--- src/rtl/cfgsh_pkg.sv ---
// Shared types for the configuration shadow refresh controller.
// Assumes: nothing beyond IEEE 1800-2017.
package cfgsh_pkg;

    // Sequencer states: power-up entry, idle, config read burst, user write.
    typedef enum logic [1:0] {
        ST_BOOT  = 2'd0,
        ST_IDLE  = 2'd1,
        ST_READ  = 2'd2,
        ST_WRITE = 2'd3
    } cfgsh_state_e;

endpackage

--- src/rtl/cfgsh_req_latch.sv ---
// Pending-request latch: remembers qualified hourly ticks and user write
// requests that arrive while the sequencer is busy, and arbitrates
// (reload before write) when the sequencer is idle.
// Assumes: tick and write request are one-cycle pulses; the newest write
// request overwrites an older pending one.
module cfgsh_req_latch #(
    parameter int DW = 8
) (
    input  logic          clk,
    input  logic          rst_n,
    input  logic          tick_i,
    input  logic          refresh_en,
    input  logic          idle,
    input  logic          wr_req_i,
    input  logic          wr_sel_i,
    input  logic [DW-1:0] wr_data_i,
    output logic          start_ref,
    output logic          start_wr,
    output logic          wr_sel_o,
    output logic [DW-1:0] wr_data_o
);

    logic          tick_pend;
    logic          wr_pend;
    logic          pend_sel;
    logic [DW-1:0] pend_data;
    logic          tick_hit;
    logic          ref_due;
    logic          wr_due;

    // Arbitration: a reload due wins over a write due.
    always_comb begin
        tick_hit  = tick_i && refresh_en;
        ref_due   = tick_pend || tick_hit;
        wr_due    = wr_pend || wr_req_i;
        start_ref = idle && ref_due;
        start_wr  = idle && !ref_due && wr_due;
        wr_sel_o  = wr_req_i ? wr_sel_i  : pend_sel;
        wr_data_o = wr_req_i ? wr_data_i : pend_data;
    end

    // Tick memory: absorbed when a reload starts, set by a qualified tick otherwise.
    always_ff @(posedge clk) begin
        if (!rst_n)         tick_pend <= 1'b0;
        else if (start_ref) tick_pend <= 1'b0;
        else if (tick_hit)  tick_pend <= 1'b1;
    end

    // Write memory: holds request and payload until the sequencer takes it.
    always_ff @(posedge clk) begin
        if (!rst_n) begin
            wr_pend   <= 1'b0;
            pend_sel  <= 1'b0;
            pend_data <= '0;
        end else if (wr_req_i && !start_wr) begin
            wr_pend   <= 1'b1;
            pend_sel  <= wr_sel_i;
            pend_data <= wr_data_i;
        end else if (start_wr) begin
            wr_pend   <= 1'b0;
        end
    end

endmodule

--- src/rtl/cfgsh_seq.sv ---
// Operation sequencer: runs the power-up load, periodic reloads (NF reads
// in ascending address order) and single user writes over a held
// request / one-cycle acknowledge memory port.
// Assumes: mem_ack is high for one cycle per request; read data is valid
// in the acknowledge cycle.
module cfgsh_seq
    import cfgsh_pkg::*;
#(
    parameter int AW       = 8,
    parameter int DW       = 8,
    parameter int NF       = 5,
    parameter int CFG_BASE = 'h30,
    parameter int USR_BASE = 'h28,
    localparam int IW      = (NF > 1) ? $clog2(NF) : 1
) (
    input  logic          clk,
    input  logic          rst_n,
    input  logic          start_ref,
    input  logic          start_wr,
    input  logic          wr_sel,
    input  logic [DW-1:0] wr_data,
    input  logic          mem_ack,
    output logic          idle,
    output logic          busy,
    output logic          mem_req,
    output logic          mem_we,
    output logic [AW-1:0] mem_addr,
    output logic [DW-1:0] mem_wdata,
    output logic          load_en,
    output logic [IW-1:0] load_idx
);

    localparam logic [AW-1:0] CFG_A  = AW'(CFG_BASE);
    localparam logic [AW-1:0] USR_A  = AW'(USR_BASE);
    localparam logic [IW-1:0] LAST_I = IW'(NF - 1);

    cfgsh_state_e  state;
    logic [IW-1:0] idx;
    logic          act_sel;
    logic [DW-1:0] act_data;

    // State, field index and active write payload.
    always_ff @(posedge clk) begin
        if (!rst_n) begin
            state    <= ST_BOOT;
            idx      <= '0;
            act_sel  <= 1'b0;
            act_data <= '0;
        end else begin
            case (state)
                ST_BOOT: begin
                    state <= ST_READ;
                    idx   <= '0;
                end
                ST_IDLE: begin
                    if (start_ref) begin
                        state <= ST_READ;
                        idx   <= '0;
                    end else if (start_wr) begin
                        state    <= ST_WRITE;
                        act_sel  <= wr_sel;
                        act_data <= wr_data;
                    end
                end
                ST_READ: begin
                    if (mem_ack) begin
                        if (idx == LAST_I) state <= ST_IDLE;
                        else               idx   <= idx + 1'b1;
                    end
                end
                ST_WRITE: begin
                    if (mem_ack) state <= ST_IDLE;
                end
                default: state <= ST_IDLE;
            endcase
        end
    end

    // Memory port and status decode from the current state.
    always_comb begin
        idle      = (state == ST_IDLE);
        busy      = !idle;
        mem_req   = (state == ST_READ) || (state == ST_WRITE);
        mem_we    = (state == ST_WRITE);
        mem_addr  = (state == ST_WRITE) ? (USR_A + {{(AW-1){1'b0}}, act_sel})
                                        : (CFG_A + AW'(idx));
        mem_wdata = act_data;
        load_en   = (state == ST_READ) && mem_ack;
        load_idx  = idx;
    end

endmodule

--- src/rtl/cfgsh_shadow_bank.sv ---
// Shadow register bank: NF volatile bytes, each loaded from read data
// when its index is acknowledged; exposes the refresh-enable control bit.
// Assumes: field 0 is the control byte holding the enable at REFEN_BIT.
module cfgsh_shadow_bank #(
    parameter int DW        = 8,
    parameter int NF        = 5,
    parameter int REFEN_BIT = 7,
    localparam int IW       = (NF > 1) ? $clog2(NF) : 1
) (
    input  logic             clk,
    input  logic             rst_n,
    input  logic             load_en,
    input  logic [IW-1:0]    load_idx,
    input  logic [DW-1:0]    load_data,
    output logic [NF*DW-1:0] shadow_q,
    output logic             refresh_en
);

    for (genvar i = 0; i < NF; i++) begin : g_field
        // One shadow byte, cleared by reset and written on its own acknowledge.
        always_ff @(posedge clk) begin
            if (!rst_n)
                shadow_q[i*DW +: DW] <= '0;
            else if (load_en && (load_idx == IW'(i)))
                shadow_q[i*DW +: DW] <= load_data;
        end
    end

    // Refresh enable taken from the control field.
    assign refresh_en = shadow_q[REFEN_BIT];

endmodule

--- src/rtl/cfg_shadow_refresh.sv ---
// Configuration shadow refresh controller top: loads NF configuration
// bytes after reset, reloads them on qualified hourly ticks, and performs
// user writes to the two application bytes; one busy flag covers all.
// Assumes: synchronous active-low reset; memory port per cfgsh_seq.
module cfg_shadow_refresh #(
    parameter int AW        = 8,
    parameter int DW        = 8,
    parameter int NF        = 5,
    parameter int CFG_BASE  = 'h30,
    parameter int USR_BASE  = 'h28,
    parameter int REFEN_BIT = 7,
    localparam int IW       = (NF > 1) ? $clog2(NF) : 1
) (
    input  logic             clk,
    input  logic             rst_n,
    input  logic             hour_tick,
    input  logic             usr_wr_req,
    input  logic             usr_wr_sel,
    input  logic [DW-1:0]    usr_wr_data,
    output logic             mem_req,
    output logic             mem_we,
    output logic [AW-1:0]    mem_addr,
    output logic [DW-1:0]    mem_wdata,
    input  logic             mem_ack,
    input  logic [DW-1:0]    mem_rdata,
    output logic [NF*DW-1:0] shadow_q,
    output logic             refresh_en,
    output logic             busy
);

    logic          idle;
    logic          start_ref;
    logic          start_wr;
    logic          wr_sel;
    logic [DW-1:0] wr_data;
    logic          load_en;
    logic [IW-1:0] load_idx;

    cfgsh_req_latch #(.DW(DW)) u_latch (
        .clk        (clk),
        .rst_n      (rst_n),
        .tick_i     (hour_tick),
        .refresh_en (refresh_en),
        .idle       (idle),
        .wr_req_i   (usr_wr_req),
        .wr_sel_i   (usr_wr_sel),
        .wr_data_i  (usr_wr_data),
        .start_ref  (start_ref),
        .start_wr   (start_wr),
        .wr_sel_o   (wr_sel),
        .wr_data_o  (wr_data)
    );

    cfgsh_seq #(
        .AW(AW), .DW(DW), .NF(NF), .CFG_BASE(CFG_BASE), .USR_BASE(USR_BASE)
    ) u_seq (
        .clk       (clk),
        .rst_n     (rst_n),
        .start_ref (start_ref),
        .start_wr  (start_wr),
        .wr_sel    (wr_sel),
        .wr_data   (wr_data),
        .mem_ack   (mem_ack),
        .idle      (idle),
        .busy      (busy),
        .mem_req   (mem_req),
        .mem_we    (mem_we),
        .mem_addr  (mem_addr),
        .mem_wdata (mem_wdata),
        .load_en   (load_en),
        .load_idx  (load_idx)
    );

    cfgsh_shadow_bank #(.DW(DW), .NF(NF), .REFEN_BIT(REFEN_BIT)) u_bank (
        .clk        (clk),
        .rst_n      (rst_n),
        .load_en    (load_en),
        .load_idx   (load_idx),
        .load_data  (mem_rdata),
        .shadow_q   (shadow_q),
        .refresh_en (refresh_en)
    );

endmodule

--- config.mk ---
export PLATFORM = sky130hd
export DESIGN_NAME = cfg_shadow_refresh
export DESIGN_NICKNAME = d
export VERILOG_FILES = /design/src/rtl/cfgsh_pkg.sv /design/src/rtl/cfgsh_req_latch.sv /design/src/rtl/cfgsh_seq.sv /design/src/rtl/cfgsh_shadow_bank.sv /design/src/rtl/cfg_shadow_refresh.sv
export SDC_FILE = /design/constraint.sdc
export NUM_CORES = 1
export LEC_CHECK = 0
export BUFFER_PORTS_ARGS = -buffer_cell sky130_fd_sc_hd__buf_2
export CAP_MARGIN = 20
export CELL_PAD_IN_SITES_DETAIL_PLACEMENT = 0
export CELL_PAD_IN_SITES_GLOBAL_PLACEMENT = 1
export CORE_UTILIZATION = 38
export CTS_CLUSTER_DIAMETER = 100
export DETAILED_ROUTE_END_ITERATION = 12
export PLACE_DENSITY_LB_ADDON = 0.1
export SLEW_MARGIN = 10
export SYNTH_ARGS = -nofsm -noshare
export SYNTH_HDL_FRONTEND = slang
export SYNTH_SLANG_ARGS = --single-unit
export TNS_END_PERCENT = 20
--- constraint.sdc ---
create_clock -name clk -period 1.5 [get_ports clk]
set_input_delay 0.075 -clock clk [delete_from_list [all_inputs] [get_ports clk]]
set_output_delay 0.075 -clock clk [all_outputs]
set_load 0.01 [all_outputs]
==> results of run 1 <==
## logic make-up after synthesis
group                      count (synthesis)  share of synthesized area
other                                      2                    0.00254
AOI/OAI and AO/OA                         24                     0.0550
and+or+nand+nor                          145                      0.248
DFF                                       65                      0.440
buffers and inverters                     38                     0.0601
muxes                                     50                      0.173
adders and majority gates                  5                     0.0212
## worst max path at each step
| stage | start | to | slack, ns | cells after the start |
|---|---|---|---|---|
| final | u_seq.state[1] | u_bank.shadow_q[14] | 0.1 | 3 |
| after global routing | u_seq.state[0] | u_bank.shadow_q[18] | -0.03 | 4 |
| after CTS | u_seq.load_idx[1] | u_bank.shadow_q[36] | 0.03 | 5 |
| after detailed placement | u_seq.load_idx[1] | u_bank.shadow_q[34] | 0.05 | 5 |
| after global placement | u_seq.load_idx[1] | u_bank.shadow_q[37] | 0.07 | 5 |
| after floorplan | u_seq.load_idx[0] | u_bank.shadow_q[35] | 0.12 | 5 |
## sequential cells by signal (all words and copies together) (netlist names)
signal / flops
u_latch.tick_pend: 1
u_latch.wr_pend: 1
u_seq.state: 2
u_latch.pend_data: 8
u_latch.pend_sel: 1
u_bank.shadow_q: 39
u_seq.load_idx: 3
u_seq.act_sel: 1
u_seq.mem_wdata: 8
u_bank.refresh_en: 1
## per-stage QoR
step	power, W	setup WS [ns]
finish	0.00398	0.0994
global route	0.00416	-0.0261
CTS	0.00403	0.0252
detailed placement	0.00214	0.0459
global placement	0.00214	0.0667
floorplan	0.00203	0.115
## power groups by stage
stage | clock network [W] | registers [W] | logic (W)
2_1_floorplan | 0 | 0.00183 | 0.000197
5_1_grt | 0.00200 | 0.00179 | 0.000373
6_report | 0.00186 | 0.00179 | 0.000338
3_5_place_dp | 0 | 0.00183 | 0.000312
3_3_place_gp | 0 | 0.00183 | 0.000310
4_1_cts | 0.00191 | 0.00179 | 0.000336
## Yosys cell counts (2+ instances only)
library cell / n
nand2_1: 76
dfxtp_1: 65
mux2i_1: 41
nand4_1: 40
clkbuf_1: 19
a21boi_1: 9
mux2_2: 9
nand3b_1: 9
buf_2: 7
buf_4: 5
ha_1: 5
nand3_1: 5
a21oi_1: 4
nor2_1: 4
o21ai_1: 4
inv_1: 3
nand3_2: 3
conb_1: 2
inv_2: 2
o2111ai_1: 2
## layer usage
metal	vias to the layer above	wire length [um]	share of wire
met3	5	259	0.036
met5	-	0	0
met2	62	3530	0.48
met4	0	34	0.0047
li1	1317	-	-
met1	1223	3470	0.48
## worst min-delay path, stage by stage
cell      delay (ns)
buf_2           0.11
nand2_1         0.05
a21boi_1        0.05
## timing repair
action,4_1_cts,5_1_grt
resized for setup,0,5
hold buffers,11,0
endpoints found under the hold margin,11,0
setup endpoints to repair,0,33
## area by class of cell
class / instances / area (sq um) / area share
multi-input cells: 227 / 1500 / 0.390
flip-flops and latches: 65 / 1300 / 0.339
repair buffers: 103 / 649 / 0.169
clock buffers: 10 / 138 / 0.0357
well taps: 99 / 124 / 0.0322
clock inverters: 6 / 115 / 0.0299
inverters: 5 / 18.8 / 0.00487
==> impl_metrics.tcl, run 1 <==
set metrics [dict create \
    status "completed" \
    cts-root-buf "clkbuf_8" \
    synthArstFlopShare 0 \
    final_nets 438 \
    synth_edf_count 0 \
    coreArea_sq_um 7370 \
    drt-total-wl_um 7290 \
    rsz0062_at_grt "yes" \
    final_cell_mix "buf_2, nand2_1, dfxtp_1" \
    grt_pass1_vias 2454 \
    cts_setup_buffers 0 \
    grt_pass1_wl_um 12100 \
    die_y_um 90.2 \
    clk_latency_ns 0.33 \
    num_antenna_cells 0 \
    numPortBuffers 78 \
    grt_busiest_layer "met2" \
    synth_top_area_frac 0.440 \
    slowest_stage "dfxtp_1" \
    avgSynthCellArea_sq_um 8.99 \
    cts_tree "yes" \
    final_util 0.522 \
    p_seq_frac 0.449 \
    crit_required_ns 1.71 \
    finalSetupViolCount 0 \
    use_met2 0.307 \
    synth_top_flop_cell "dfxtp_1" \
    synth-seq-cells 65 \
    worstHoldPathType "primary input to flip-flop" \
    hpwl_um 4960 \
    power_density_nw_per_um2 1030 \
    rows 31 \
    synth_area_leader_cell "dfxtp_1" \
    whs_ns 0.0145 \
    stdcell_area_sq_um 3850 \
    vias 2607 \
    cp_top_family "simple AND/OR/NAND/NOR gates" \
    min_to "u_bank.shadow_q[26]" \
    finalClockSkew_ns 0.00906 \
    postRouteAntennaNets 0 \
    r2r_slack_ns 0.1 \
    stdcell_count 515 \
    setup_tns_ns 0 \
    use_met3 0.0338 \
    via_per_inst 5.06 \
    p_sw_w 0.000913 \
    initial_core_util 0.401 \
    chipWidth_um 90.2 \
    period_needed_ns 1.40 \
    power_frac_clock 0.466 \
    drcViolationCount 0 \
    area_growth_pct 30.2 \
    synth_area_leaders "dfxtp_1, mux2i_1, nand2_1, nand4_1, mux2_2" \
    critical_path_class "flip-flop to flip-flop" \
    htreeDepth 3 \
    path_cells "and2_1 -> nand3_2 -> mux2i_1" \
    reg2reg_to "u_bank.shadow_q[14]" \
    cp.arrival_ns 1.61 \
    numCtsBuffers 9 \
    p_sw_frac 0.229 \
    path_buf_inv 0 \
    wl_per_cell_um 14.1 \
    fill_cells 733 \
    dpl_cell_area_sq_um 3470 \
    critPathMaxStageDelay_ns 0.41 \
    yosysWarnings 0 \
    final_common_cell "buf_2" \
    placed_cells 488 \
    pin_count 82 \
    grt_max_degree 46 \
    drtPass1Iterations 5 \
    clkSlewWorstSetupHoldPaths_ns 0.07 \
    gr-usage-met1 0.246 \
    cts.sink_count 65 \
    overflow 0 \
    p_int_w 0.00307 \
    drv_cap 0 \
    end_kind "flip-flop" \
    antenna_found_initial 0 \
    leakage_nw 1.84 \
    hp-start "mem_rdata[2]" \
    drtIter0Drc 51 \
    layout-drive-gt1-share 0.308 \
    pwr-share-comb 0.085 \
    slew_violations 0 \
    fin_crit_sh 0.934 \
    grt_util_all_layers 0.187 \
    cp_max_fo 8 \
    die_area_sq_um 8140 \
    ys_types 35 \
    start_kind "flip-flop" \
    max_clock_freq_ghz 0.714 \
    worstHoldPathCells 3 \
    ir_drop_uv 442 \
    hold_violations 0 \
    reg2regPathDepth 3 \
    syn_area_sq_um 2960 \
    netlist_instances 329 \
    gp_congestion 0.742 \
    clock_path_buffers 2 \
    ys_seq_area_frac 0.440 \
    r2r-start "u_seq.state[1]" \
]
Power figures use the tool's default switching activity.
==> inputs of run 2 (changes only) <==
==> constraint.sdc (replaced) <==
create_clock -name clk -period 1.5 [get_ports clk]
set_input_delay 0.15 -clock clk [delete_from_list [all_inputs] [get_ports clk]]
set_output_delay 0.15 -clock clk [all_outputs]
set_load 0.01 [all_outputs]
==> run 2 against run 1 <==
Net effect:
- sequential share of layout area grew 1.1 points
- design area down 3.2%
- global-route usage decreased by 0.90 points
- maximum frequency down 0.30%
- critical endpoint is now u_bank.shadow_q[23]
- highest routed layer unchanged
==> impl_metrics.tcl, run 2 (synthesized netlist as in run 1, its figures left out) <==
set metrics [dict create \
    status "completed" \
    initial_core_util 0.401 \
    cts.sink_count 65 \
    area_growth_pct 25.9 \
    clk_latency_ns 0.34 \
    max_clock_freq_ghz 0.712 \
    vias 2556 \
    drtIter0Drc 91 \
    leakage_nw 1.79 \
    slew_violations 0 \
    coreArea_sq_um 7370 \
    clkSlewWorstSetupHoldPaths_ns 0.07 \
    placed_cells 488 \
    finalClockSkew_ns 0.00834 \
    stdcell_count 505 \
    rsz0062_at_grt "yes" \
    clock_path_buffers 2 \
    numPortBuffers 78 \
    via_per_inst 5.06 \
    overflow 0 \
    cp_max_fo 8 \
    dpl_cell_area_sq_um 3460 \
    cp.arrival_ns 1.67 \
    worstHoldPathType "primary input to flip-flop" \
    cts_tree "yes" \
    die_area_sq_um 8140 \
    whs_ns 0.0612 \
    numCtsBuffers 9 \
    final_nets 428 \
    postRouteAntennaNets 0 \
    crit_required_ns 1.76 \
    cts-root-buf "clkbuf_8" \
    stdcell_area_sq_um 3720 \
    ir_drop_uv 648 \
    fill_cells 745 \
    num_antenna_cells 0 \
    gp_congestion 0.749 \
    final_common_cell "buf_2" \
    grt_util_all_layers 0.178 \
    htreeDepth 3 \
    setup_tns_ns 0 \
    fin_crit_sh 0.937 \
    drtPass1Iterations 4 \
    end_kind "flip-flop" \
    wl_per_cell_um 13.7 \
    rows 31 \
    hold_violations 0 \
    period_needed_ns 1.40 \
    finalSetupViolCount 0 \
    drcViolationCount 0 \
    hpwl_um 4780 \
    regMostFlops "u_bank.shadow_q" \
    drt-total-wl_um 6910 \
    critical_path_class "flip-flop to flip-flop" \
    final_cell_mix "buf_2, nand2_1, dfxtp_1" \
    grt_pass1_wl_um 11500 \
    die_y_um 90.2 \
    layout-drive-gt1-share 0.320 \
    power_density_nw_per_um2 1050 \
    chipWidth_um 90.2 \
    final_util 0.505 \
    grt_pass1_vias 2309 \
    grt_max_degree 66 \
    cts_hold_buf 0 \
    largest_register_ffs 39 \
    pin_count 82 \
    drv_cap 0 \
    antenna_found_initial 0 \
    start_kind "flip-flop" \
]
-- run 2: cell types whose count changed in the layout (fill, tap and decap cells not counted), moves of 2 or more --
cell           previous run  this run
dlygate4sd3_1            11         0
inv_2                     2         4
buf_4                    11        13
inv_1                     3         1
-- run 2: stage by stage --
stage	setup WS [ns]	power, W
2_1_floorplan	0.115	0.00203
3_3_place_gp	0.0610	0.00214
3_5_place_dp	0.0410	0.00214
4_1_cts	0.0214	0.00396
5_1_grt	-0.0104	0.00408
6_report	0.0952	0.00392
-- run 2: final cells by class --
type	count	area, sq um	share of cell area
clock inverters	6	115	0.0309
multi-input cells	227	1500	0.403
clock buffers	10	128	0.0343
well taps	99	124	0.0333
flip-flops and latches	65	1300	0.350
inverters	5	18.8	0.00504
repair buffers	93	534	0.143
-- run 2: layer usage --
metal	global-route usage	vias up	share of wire
li1	-	1293	-
met1	0.230	1191	0.48
met2	0.286	68	0.46
met3	0.0575	4	0.049
met4	0.0403	0	0.0062
met5	0	-	0
-- run 2: critical path, cell delays in order, from the launching register on --
cell	delay (ns)
dfxtp_1	0.40
inv_1	0.11
buf_4	0.16
ha_1	0.20
nand3_2	0.25
mux2i_1	0.22
-- run 2: power breakdown --
group	total [W]	internal, W	switching, W	leakage [nW]
Sequential	0.00179	0.00176	0.0000259	0.527
Clock	0.00182	0.00111	0.000708	0.117
Combinational	0.000311	0.000132	0.000179	1.14
Total	0.00392	0.00301	0.000913	1.79
-- run 2: worst paths after layout --
check | start | end | slack (ns) | cells past startpoint
worst min-delay path | mem_rdata[5] | u_bank.shadow_q[29] | 0.06 | 3
worst max-delay path | u_seq.load_idx[0] | u_bank.shadow_q[23] | 0.1 | 5
worst min register to register | u_seq.mem_wdata[1] | u_seq.mem_wdata[1] | 0.46 | 2
worst max register to register | u_seq.load_idx[0] | u_bank.shadow_q[23] | 0.1 | 5
-- run 2: repair_timing --
item | CTS | global route
setup endpoints to repair | 3 | 22
pin swaps | 0 | 0
buffers inserted | 0 | 1
resized for setup | 1 | 6
==> inputs of run 3 (changes only) <==
--- a/config.mk
+++ b/config.mk
@@ -13,8 +13,10 @@
 export CTS_CLUSTER_DIAMETER = 100
 export DETAILED_ROUTE_END_ITERATION = 12
 export PLACE_DENSITY_LB_ADDON = 0.1
+export SKIP_CTS_REPAIR_TIMING = 1
 export SLEW_MARGIN = 10
 export SYNTH_ARGS = -nofsm -noshare
 export SYNTH_HDL_FRONTEND = slang
+export SYNTH_HIERARCHICAL = 1
 export SYNTH_SLANG_ARGS = --single-unit
 export TNS_END_PERCENT = 20
==> constraint.sdc (replaced) <==
create_clock -name clk -period 1.5 [get_ports clk]
set_input_delay 0.075 -clock clk [delete_from_list [all_inputs] [get_ports clk]]
set_output_delay 0.075 -clock clk [all_outputs]
set_load 0.01 [all_outputs]
==> run 3 against run 2 <==
Net effect:
- flip-flop and latch count is the same
- design area is 3.5% lower
- the flow now finishes with violations (hold timing, setup timing)
- die area down 6.2%
- register-to-register slack worse by 0.12 ns
- area after synthesis is 6.4% lower
- final cell count is 6.1% lower
==> impl_metrics.tcl, run 3 <==
set metrics [dict create \
    end_kind "flip-flop" \
    synth_area_leaders "dfxtp_1, mux2i_1, nand2_1, mux2_1, nand3_1" \
    finalClockSkew_ns 0.00779 \
    stdcell_area_sq_um 3590 \
    drv_cap 0 \
    pin_count 82 \
    drtPass1Iterations 4 \
    htreeDepth 3 \
    cts.sink_count 65 \
    dpl_cell_area_sq_um 3300 \
    layout-drive-gt1-share 0.331 \
    chipWidth_um 87.4 \
    grt_pass1_wl_um 9880 \
    ys_types 35 \
    ys_seq_area_frac 0.470 \
    largest_register_ffs 39 \
    numPortBuffers 78 \
    violations "hold timing, setup timing" \
    cts_tree "yes" \
    synth_edf_count 0 \
    leakage_nw 1.76 \
    power_density_nw_per_um2 1050 \
    postRouteAntennaNets 0 \
    start_kind "flip-flop" \
    syn_area_sq_um 2770 \
    avgSynthCellArea_sq_um 9.55 \
    synthArstFlopShare 0 \
    initial_core_util 0.401 \
    final_common_cell "nand2_1" \
    drcViolationCount 0 \
    clock_path_buffers 2 \
    clk_latency_ns 0.34 \
    synth_top_area_frac 0.470 \
    fin_crit_sh 1.02 \
    ir_drop_uv 553 \
    numCtsBuffers 9 \
    overflow 0 \
    synth_area_leader_cell "dfxtp_1" \
    finalPower_w 0.00376 \
    die_y_um 87.4 \
    via_per_inst 4.66 \
    synth_commonest_cells "nand2_1, dfxtp_1, mux2i_1" \
    slew_violations 0 \
    period_needed_ns 1.52 \
    die_area_sq_um 7630 \
    final_nets 397 \
    whs_ns -0.00639 \
    status "finished with violations" \
    drtIter0Drc 73 \
    crit_required_ns 1.72 \
    synth-seq-cells 65 \
    yosysMostFrequentCell "nand2_1" \
    netlist_instances 290 \
    finalSetupViolCount 8 \
    drt-total-wl_um 6170 \
    area_growth_pct 29.8 \
    fill_cells 702 \
    antenna_found_initial 0 \
    synth_top_flop_cell "dfxtp_1" \
    yosysWarnings 6 \
    grt_util_all_layers 0.170 \
    stdcell_count 474 \
    hold_violations 3 \
    fin_ws_ns -0.0245 \
    gp_congestion 0.701 \
    placed_cells 455 \
    cp.arrival_ns 1.75 \
    final_util 0.520 \
    regMostFlops "u_bank/shadow_q" \
    final_cell_mix "nand2_1, buf_2, dfxtp_1" \
    cp_max_fo 8 \
    clkSlewWorstSetupHoldPaths_ns 0.08 \
    max_clock_freq_ghz 0.656 \
    rows 30 \
    grt_pass1_vias 2036 \
    vias 2211 \
    grt_max_degree 96 \
    worstHoldPathType "primary input to flip-flop" \
    wl_per_cell_um 13.0 \
    cts-root-buf "clkbuf_8" \
    critical_path_class "flip-flop to flip-flop" \
    hpwl_um 4150 \
    num_antenna_cells 0 \
    coreArea_sq_um 6910 \
    rsz0062_at_grt "yes" \
]
[run 3: metrics by stage]
stage	hold WS, ns	TNS [ns]	setup slack (ns)
2_1_floorplan	0.217	-0.587	-0.0713
3_3_place_gp	0.337	-0.441	-0.0550
3_5_place_dp	0.345	-1.05	-0.0955
4_1_cts	-0.0291	-1.39	-0.118
5_1_grt	0.00586	-0.569	-0.0791
6_report	-0.00639	-0.137	-0.0245
[run 3: path summary, 6_finish.rpt]
| kind | from | endpoint | slack, ns | cells past startpoint |
|---|---|---|---|---|
| worst max register to register | u_seq/state[1] | u_bank/shadow_q[0] | -0.02 | 4 |
| worst min-delay path | usr_wr_data[1] | u_latch/pend_data[1] | -0.006 | 3 |
| worst max-delay path | u_seq/state[1] | u_bank/shadow_q[0] | -0.02 | 4 |
| worst min register to register | u_seq/act_sel | u_seq/act_sel | 0.45 | 2 |
[run 3: cells by family after synthesis]
kind of cell             after synthesis  share of synthesized area
AND/OR/NAND/NOR                      110                      0.181
flip-flops                            65                      0.470
multiplexers                          60                      0.221
buffers and inverters                 30                     0.0615
AO/OA/AOI/OAI                         21                     0.0551
adder cells (fa/ha/maj)                2                    0.00904
other                                  2                    0.00271
[run 3: layer usage]
| metal | vias to the layer above | GRT usage | wire length [um] |
|---|---|---|---|
| li1 | 1132 | - | - |
| met1 | 1008 | 0.214 | 2890 |
| met2 | 66 | 0.279 | 2890 |
| met3 | 5 | 0.0502 | 346 |
| met4 | 0 | 0.0537 | 41 |
| met5 | - | 0 | 0 |
[run 3: worst max-delay path, cell delays in order, from the launching register on]
cell     delay, ns
dfxtp_2       0.36
nor2b_4       0.15
and2_4        0.16
or4b_4        0.57
mux2i_1       0.16
[run 3: power breakdown]
| group | switching (W) | internal, W | leakage [nW] |
|---|---|---|---|
| Sequential | 0.0000216 | 0.00176 | 0.528 |
| Combinational | 0.000164 | 0.000136 | 1.11 |
| Clock | 0.000725 | 0.000955 | 0.116 |
[run 3: cell type report]
type | count | area, sq um | share of cell area
timing repair buffer | 97 | 571 | 0.159
clock inverter | 7 | 103 | 0.0285
multi-input combinational | 196 | 1360 | 0.377
tap | 96 | 120 | 0.0334
sequential | 65 | 1310 | 0.363
inverter | 4 | 15.0 | 0.00418
clock buffer | 9 | 124 | 0.0345
